==> config.mk <==
export PLATFORM = sky130hd
export DESIGN_NAME = fdc_mread
export DESIGN_NICKNAME = d
export VERILOG_FILES = /design/src/rtl/fdc_mread.sv
export SDC_FILE = /design/constraint.sdc
export NUM_CORES = 1
export LEC_CHECK = 0
export ABC_AREA = 1
export BUFFER_PORTS_ARGS = -buffer_cell sky130_fd_sc_hd__buf_2
export CORE_ASPECT_RATIO = 1.2
export CORE_MARGIN = 2
export CORE_UTILIZATION = 60
export CTS_BUF_LIST = sky130_fd_sc_hd__clkbuf_2 sky130_fd_sc_hd__clkbuf_4 sky130_fd_sc_hd__clkbuf_8
export CTS_CLUSTER_DIAMETER = 60
export DETAILED_ROUTE_END_ITERATION = 8
export HOLD_SLACK_MARGIN = 0.08
export PLACE_DENSITY = 0.95
export SETUP_SLACK_MARGIN = 0.5
export SLEW_MARGIN = 10
export SYNTH_ARGS = -nofsm -noshare
export SYNTH_HDL_FRONTEND = slang
export SYNTH_SLANG_ARGS = --single-unit
==> constraint.sdc <==
create_clock -name clk -period 3.2 [get_ports clk]
set_input_delay 0 -clock clk [delete_from_list [all_inputs] [get_ports clk]]
set_output_delay 0 -clock clk [all_outputs]
set_load 0.02 [all_outputs]
==> src/rtl/fdc_mread.sv <==
module fdc_mread #(
  parameter int SECTOR_BYTES   = 256,
  parameter int TRACK_SECTORS  = 72,
  parameter int RESTORE_CYCLES = 4,
  parameter int DRIVES         = 4,
  localparam int IDX_W = $clog2(SECTOR_BYTES),
  localparam int DRV_W = (DRIVES > 1) ? $clog2(DRIVES) : 1,
  localparam int RC_W  = $clog2(RESTORE_CYCLES + 1)
) (
  input  logic             clk,
  input  logic             rst_n,
  input  logic [2:0]       bus_addr,
  input  logic             bus_rd,
  input  logic             bus_wr,
  input  logic [7:0]       bus_wdata,
  output logic [7:0]       bus_rdata,
  output logic             store_req,
  output logic [DRV_W-1:0] store_drive,
  output logic [7:0]       store_track,
  output logic [7:0]       store_sector,
  output logic [IDX_W-1:0] store_index,
  input  logic [7:0]       store_rdata
);

  localparam logic [2:0] A_CMD = 3'd0, A_TRK = 3'd1, A_SEC = 3'd2, A_DAT = 3'd3, A_DRV = 3'd4;
  localparam logic [7:0] CMD_HOME = 8'h0B, CMD_RDALL = 8'h9C;

  typedef enum logic [2:0] {S_IDLE, S_HOME, S_FETCH, S_CAPT, S_HOLD} state_t;

  state_t           state_q;
  logic [7:0]       track_q, sector_q, data_q;
  logic [DRV_W-1:0] drive_q;
  logic [IDX_W-1:0] idx_q;
  logic [RC_W-1:0]  rc_q;

  logic busy, drq, take, last_byte, last_sector;

  assign busy        = state_q != S_IDLE;
  assign drq         = state_q == S_HOLD;
  assign take        = bus_rd && bus_addr == A_DAT && drq;
  assign last_byte   = idx_q == IDX_W'(SECTOR_BYTES - 1);
  assign last_sector = sector_q >= 8'(TRACK_SECTORS);

  always_ff @(posedge clk) begin
    if (!rst_n) begin
      state_q  <= S_IDLE;
      track_q  <= '0;
      sector_q <= '0;
      data_q   <= '0;
      drive_q  <= '0;
      idx_q    <= '0;
      rc_q     <= '0;
    end else begin
      case (state_q)
        S_IDLE: if (bus_wr) begin
          case (bus_addr)
            A_CMD: begin
              if (bus_wdata == CMD_HOME) begin
                state_q <= S_HOME;
                rc_q    <= RC_W'(RESTORE_CYCLES - 1);
                track_q <= '0;
              end else if (bus_wdata == CMD_RDALL) begin
                state_q <= S_FETCH;
                idx_q   <= '0;
                if (sector_q == 8'd0) sector_q <= 8'd1;
              end
            end
            A_TRK: track_q  <= bus_wdata;
            A_SEC: sector_q <= bus_wdata;
            A_DRV: if (bus_wdata < 8'(DRIVES)) drive_q <= bus_wdata[DRV_W-1:0];
            default: ;
          endcase
        end
        S_HOME: begin
          if (rc_q == '0) state_q <= S_IDLE;
          else            rc_q    <= rc_q - 1'b1;
        end
        S_FETCH: state_q <= S_CAPT;
        S_CAPT: begin
          data_q  <= store_rdata;
          state_q <= S_HOLD;
        end
        S_HOLD: if (take) begin
          if (last_byte && last_sector) begin
            state_q <= S_IDLE;
          end else if (last_byte) begin
            sector_q <= sector_q + 8'd1;
            idx_q    <= '0;
            state_q  <= S_FETCH;
          end else begin
            idx_q   <= idx_q + 1'b1;
            state_q <= S_FETCH;
          end
        end
        default: state_q <= S_IDLE;
      endcase
    end
  end

  assign store_req    = state_q == S_FETCH;
  assign store_drive  = drive_q;
  assign store_track  = track_q;
  assign store_sector = sector_q;
  assign store_index  = idx_q;

  always_comb begin
    case (bus_addr)
      A_CMD:   bus_rdata = {6'b0, drq, busy};
      A_TRK:   bus_rdata = track_q;
      A_SEC:   bus_rdata = sector_q;
      A_DAT:   bus_rdata = data_q;
      A_DRV:   bus_rdata = 8'(drive_q);
      default: bus_rdata = 8'h00;
    endcase
  end

endmodule

---- Yosys cells after proc, flatten, opt, wreduce, memory -nomap -nowiden ----
Index checks and enable logic that the tools add are counted.
storage, ports and cells
  bits in registers ....................... 40
  bits in latches ......................... 0
  bits in writable memories ............... 0
  memory bits (read-only) ................. 0
  output and inout bits ................... 35
  logic and storage cells ................. 89
  memories ................................ 0
cells by class
  add/sub/neg operators ................... 3
  multiply operators ...................... 0
  div/mod/pow operators ................... 0
  magnitude comparators ................... 2
  equality and inequality tests ........... 27
  shift-type cells ........................ 0
  mux-type cells .......................... 33
  bitwise gates (word level) .............. 0
  reductions and logical operators ........ 17
operators with widths
  kind                                                         number
  two-way mux 8 bit                                            15
  case mux 8 bit (2 select lines)                              4
  case mux 8 bit (5 select lines)                              1
  two-way mux 3 bit                                            10
  inequality test 2 bit (second input constant)                9
  adder 8 x 1 -> 8 bit (second input constant)                 2
  == test 8 bit (second input constant)                        2
  inequality test 3 bit (second input constant)                5
  case mux 3 bit (5 select lines)                              1
  == test 3 x 2 -> 1 bit (second input constant)               4
  AND reduction 5 bit                                          2
  logical NOT 3 bit                                            3
  AND reduction 9 bit                                          1
  == test 8 x 4 -> 1 bit (second input constant)               1
  >= comparator 8 x 7 -> 1 bit (second input constant)         1
  logical NOT 8 bit                                            1
  less-than comparator 8 x 3 -> 1 bit (second input constant)  1
  AND reduction 4 bit                                          2
  AND reduction 7 bit                                          1
  == test 3 x 1 -> 1 bit (second input constant)               2
  == test 3 bit (second input constant)                        2
  case mux 3 bit (2 select lines)                              1
  nonzero test 2 bit                                           3
  inequality test 2 x 1 -> 1 bit (second input constant)       2
  other kinds (4)                                              6

---- Depth between registers and ports, before layout ----
  word-level depth ........................ 7
  depth in mapped cells ................... 11

---- Worst setup path before layout ----
OpenSTA, ideal clock, no wires.
  path kind ............................... register to register
  start ................................... reg idx_q[1] (netlist: store_index[1])
  end ..................................... reg sector_q[2] (netlist: store_sector[2])
  library setup time ...................... 113 ps
  arrival ................................. 1520 ps
  path slack .............................. 1567 ps
  stages on the path, launching flop included .. 9
  path buffers ............................ 0
  cells stage by stage .................... dfxtp_1 ha_1 nand3_1 nor2_2 nand3_4 nand2_4 nor2_8 nor2_1 nor2_1
on the way
  word-level cells in the longest chain between the ends .. 4
  elaborated cells between the ends (all ways) .. 5
  classes of those cells .................. eq/ne: 3; reduce/logical: 2
ends and longest elaborated chain
  element                                   RTL line  RTL
  start, declared                           33        logic [IDX_W-1:0] idx_q;
  start signal, assigned                    91        idx_q <= idx_q + 1'b1;
  == test 8 bit (*)                         41        assign last_byte = idx_q == IDX_W'(SECTOR_BYTES - 1);
  logical AND 1 bit                         84        if (last_byte && last_sector) begin
  inequality test 2 bit (no source line)    -
  AND reduction 9 bit (no source line) (*)  -
  end signal, assigned                      69        A_SEC: sector_q <= bus_wdata;
  end signal, assigned                      87        sector_q <= sector_q + 8'd1;
  end, declared                             31        logic [7:0] track_q, sector_q, data_q;
Every way passes the cells marked *; elsewhere a longest branch is shown, timed or not.
A chain may end at the register's enable or synchronous reset.

---- Worst setup path after layout ----
  start ................................... reg state_q[0]
  end ..................................... reg sector_q[1] (netlist: store_sector[1])
on the way
  word-level cells in the longest chain between the ends .. 4
  elaborated cells between the ends (all ways) .. 14
  classes of those cells .................. eq/ne: 9; mux: 1; reduce/logical: 4
ends and longest elaborated chain
  element                                          RTL line  RTL
  start, declared                                  30        state_t state_q;
  start signal, assigned                           46        state_q <= S_IDLE;
  start signal, assigned                           59        state_q <= S_HOME;
  start signal, assigned                           63        state_q <= S_FETCH;
  == test 3 bit                                    39, 54
  logical AND 1 bit                                40        assign take = bus_rd && bus_addr == A_DAT && drq;
  inequality test 2 x 1 -> 1 bit (no source line)  -
  AND reduction 9 bit (no source line)             -
Parallel ways exist; a longest one is shown, timed or not.

==> metrics <==
Post-CTS Hold Buffers=16; count leader, synth=nand2_1; Buffers & Inverters on Critical Path=0; vias in the first global route=2853; Mapped Area=~0.0025 mm^2; layout cells sized above 1=a little under a fifth; full die area=about 0.0046 mm^2; Critical Path Start=state_q[0]; final wirelength=7470 um; first-iteration detailed-routing DRC count=about 290; Slew @ Worst Pin=approximately 0.55 ns; Util after Layout=77.0%; RSZ-0062 raised after global routing=false; cells after synthesis=382; first-pass GRT wire length=12400 um; synthesis-stage register bit count=40; clk root buf=clkbuf_8; area grow syn2layout=23.5%; Max Slew Vio Count=0; H-tree Lvls=2; hold_sp=rst_n; Post-CTS Setup Bufs=0; initial antenna violation count=0; critical setup path kind=register to register; maxcap violations=0; I/O pins=a little under 60; CTS tree=yes; CP Capture Type=register; required time worst endpoint=3.40 ns; r2r endpoint=store_sector[1]; worst r2r src=state_q[0]; Reg2Reg Setup Slack=1.35 ns; number of cells on the worst hold path=3; # clock sinks=40; all-layer global routing usage=33.7%; share of the synthesized area in the top cell type=32.6%; grt total ovfl=0; LEAKAGE=1.36 nW; Primary FF master, synth=dfxtp_1; Via Count=2960; Total Power=1.04 mW; count of cell types in the netlist=33; placed wire-length estimate=5090 um; clk_skew=0.0113 ns; cells on worst reg2reg path=8; Syn. warnings=0; delay of the slowest cell on the worst path=0.36 ns; Crit path max-delay family=simple AND/OR/NAND/NOR gates; Site Rows=25; Slowest-stage cell, CP=dfxtp_1; Ant. Diodes=0; detailed-route wire length per cell=14.6 um; sequential area share after synthesis=32.6%; Clock Latency Late Sink=0.30 ns; drt first pass iters=7; GPL Wtd Cong=~0.9; top post-synthesis cells by area=dfxtp_1 33%, nand2_1 13%, nor2_1 8.7%; Pwr per Cell Area=341 mW/mm^2; largest net degree at the start of global routing=24; post-route cell area=0.00304 mm^2; TritonCTS Buffers=5; number of flops mapped to enable cells by yosys=0; Initial Util=62.4%; Slew HR=63.3%; HP Class=input port to register; Avg Cell Area, Syn=about 6.4 um^2; min Tclk post-route=1.85 ns; setup TNS=0 ns; Max Root-Sink Buffers=2; Antenna Violating Nets Remaining=0; Fmax=540 MHz; port bufs=57; DR vias/cell=a little under 6; DRC viols=0; clock slew at reported path FFs=0.08 ns; DP Area=~0.0028 mm^2; post_cts resized=0; type of origin of the critical path=register; DIE HEIGHT=~74 um; Die X=62.4 um; final hold vios=0; syn_nets=a little over 400; worst path cell trace=nor2_2, nand2_1, o21ai_1, nand3_4, nor2_8, nand2_1, nand2_1, nor2_1; Final setup viols=0; nets=about 490; worst path arrival time=2.05 ns; Synth area leader=dfxtp_1; CP Max Fanout=16; WHS Endpoint=store_sector[1]; final period utilization=57.8%; peak supply drop=0.287 mV; cell repeated most along the worst path=nand2_1; fill count=around 290; status=completed; Core Box Area=about 0.0039 mm^2; asr flop ratio synth=0%; Synth top cells by count=86 x nand2_1, 57 x nor2_1, 46 x inv_1
==> layer usage <==
metal | up-vias | routed length, um | global-route usage (%)
li1 | 1397 | - | -
met1 | 1297 | 2740 | 36.7
met2 | 205 | 3610 | 58.8
met3 | 61 | 637 | 7.56
met4 | 0 | 490 | 24.9
met5 | - | 0 | 0
==> sequential cells by signal, summed over array words and instances (netlist names) <==
register,cells
data_q,8
rc_q,3
state_q,3
store_drive,2
store_index,8
store_sector,8
store_track,8
==> tightest hold or removal path, cell delays in order <==
cell and delay, ns:
buf_2 0.25, nand2_1 0.12, nor2_1 0.03
==> report_power, final <==
part | switching (mW) | total, mW | internal (mW)
Clock | 0.186 | 0.358 | 0.172
Combinational | 0.0971 | 0.155 | 0.0581
Sequential | 0.0145 | 0.522 | 0.508
Total | 0.298 | 1.04 | 0.738
==> area by class of cell <==
cell class              count  area, um^2  share of cell area, %
clock buffers               6        82.6                   2.72
clock inverters             2        10.0                  0.330
inverters                  50         188                   6.18
multi-input cells         287        1440                   47.5
flip-flops and latches     40         801                   26.4
well taps                  54        67.6                   2.22
repair buffers             73         445                   14.7
==> logic make-up after synthesis <==
| kind of cell | count (synthesis) | share of synthesized area (%) |
|---|---|---|
| DFF | 40 | 32.6 |
| and+or+nand+nor | 211 | 39.8 |
| buffers and inverters | 55 | 8.75 |
| AOI/OAI and AO/OA | 69 | 15.6 |
| adders and majority gates | 5 | 2.54 |
| xor gates and xnor gates | 2 | 0.713 |
==> per-stage QoR <==
stage | hold slack [ns] | setup WS, ns | instances
global placement | 0.220 | 1.52 | 488
floorplan | 0.135 | 1.57 | 382
global route | 0.160 | 1.21 | 512
finish | 0.142 | 1.35 | 512
CTS | 0.132 | 1.38 | 512
detailed placement | 0.228 | 1.41 | 488
==> worst max-delay path by stage <==
stage | endpoint | slack, ns | cells after the start
floorplan | store_sector[2] | 1.57 | 8
global placement | store_sector[1] | 1.52 | 8
detailed placement | store_sector[1] | 1.41 | 8
CTS | store_sector[1] | 1.38 | 8
global route | store_sector[1] | 1.21 | 8
finish | store_sector[1] | 1.35 | 8
==> placed cells by master, fill, tap and decap left out <==
master          n
a21oi_1        25
a221oi_1        2
a32oi_1         1
buf_2          57
clkbuf_8        6
clkinv_1        2
clkinv_2        2
dfxtp_1        40
dlygate4sd3_1  16
ha_1            5
inv_1          46
inv_2           2
nand2_1        86
nand2_2         3
nand2_4         2
nand3_1        39
nand3_4         2
nand3b_1        1
nand4_1         3
nand4_2         1
nor2_1         57
nor2_2          3
nor2_4          2
nor2_8          1
nor3_1          8
nor3_4          1
nor3b_1         1
o211ai_1        6
o21ai_0        28
o21ai_1         2
o21bai_1        5
or2_2           1
xnor2_1         2
Note: power is estimated with default switching activity, not from simulation.
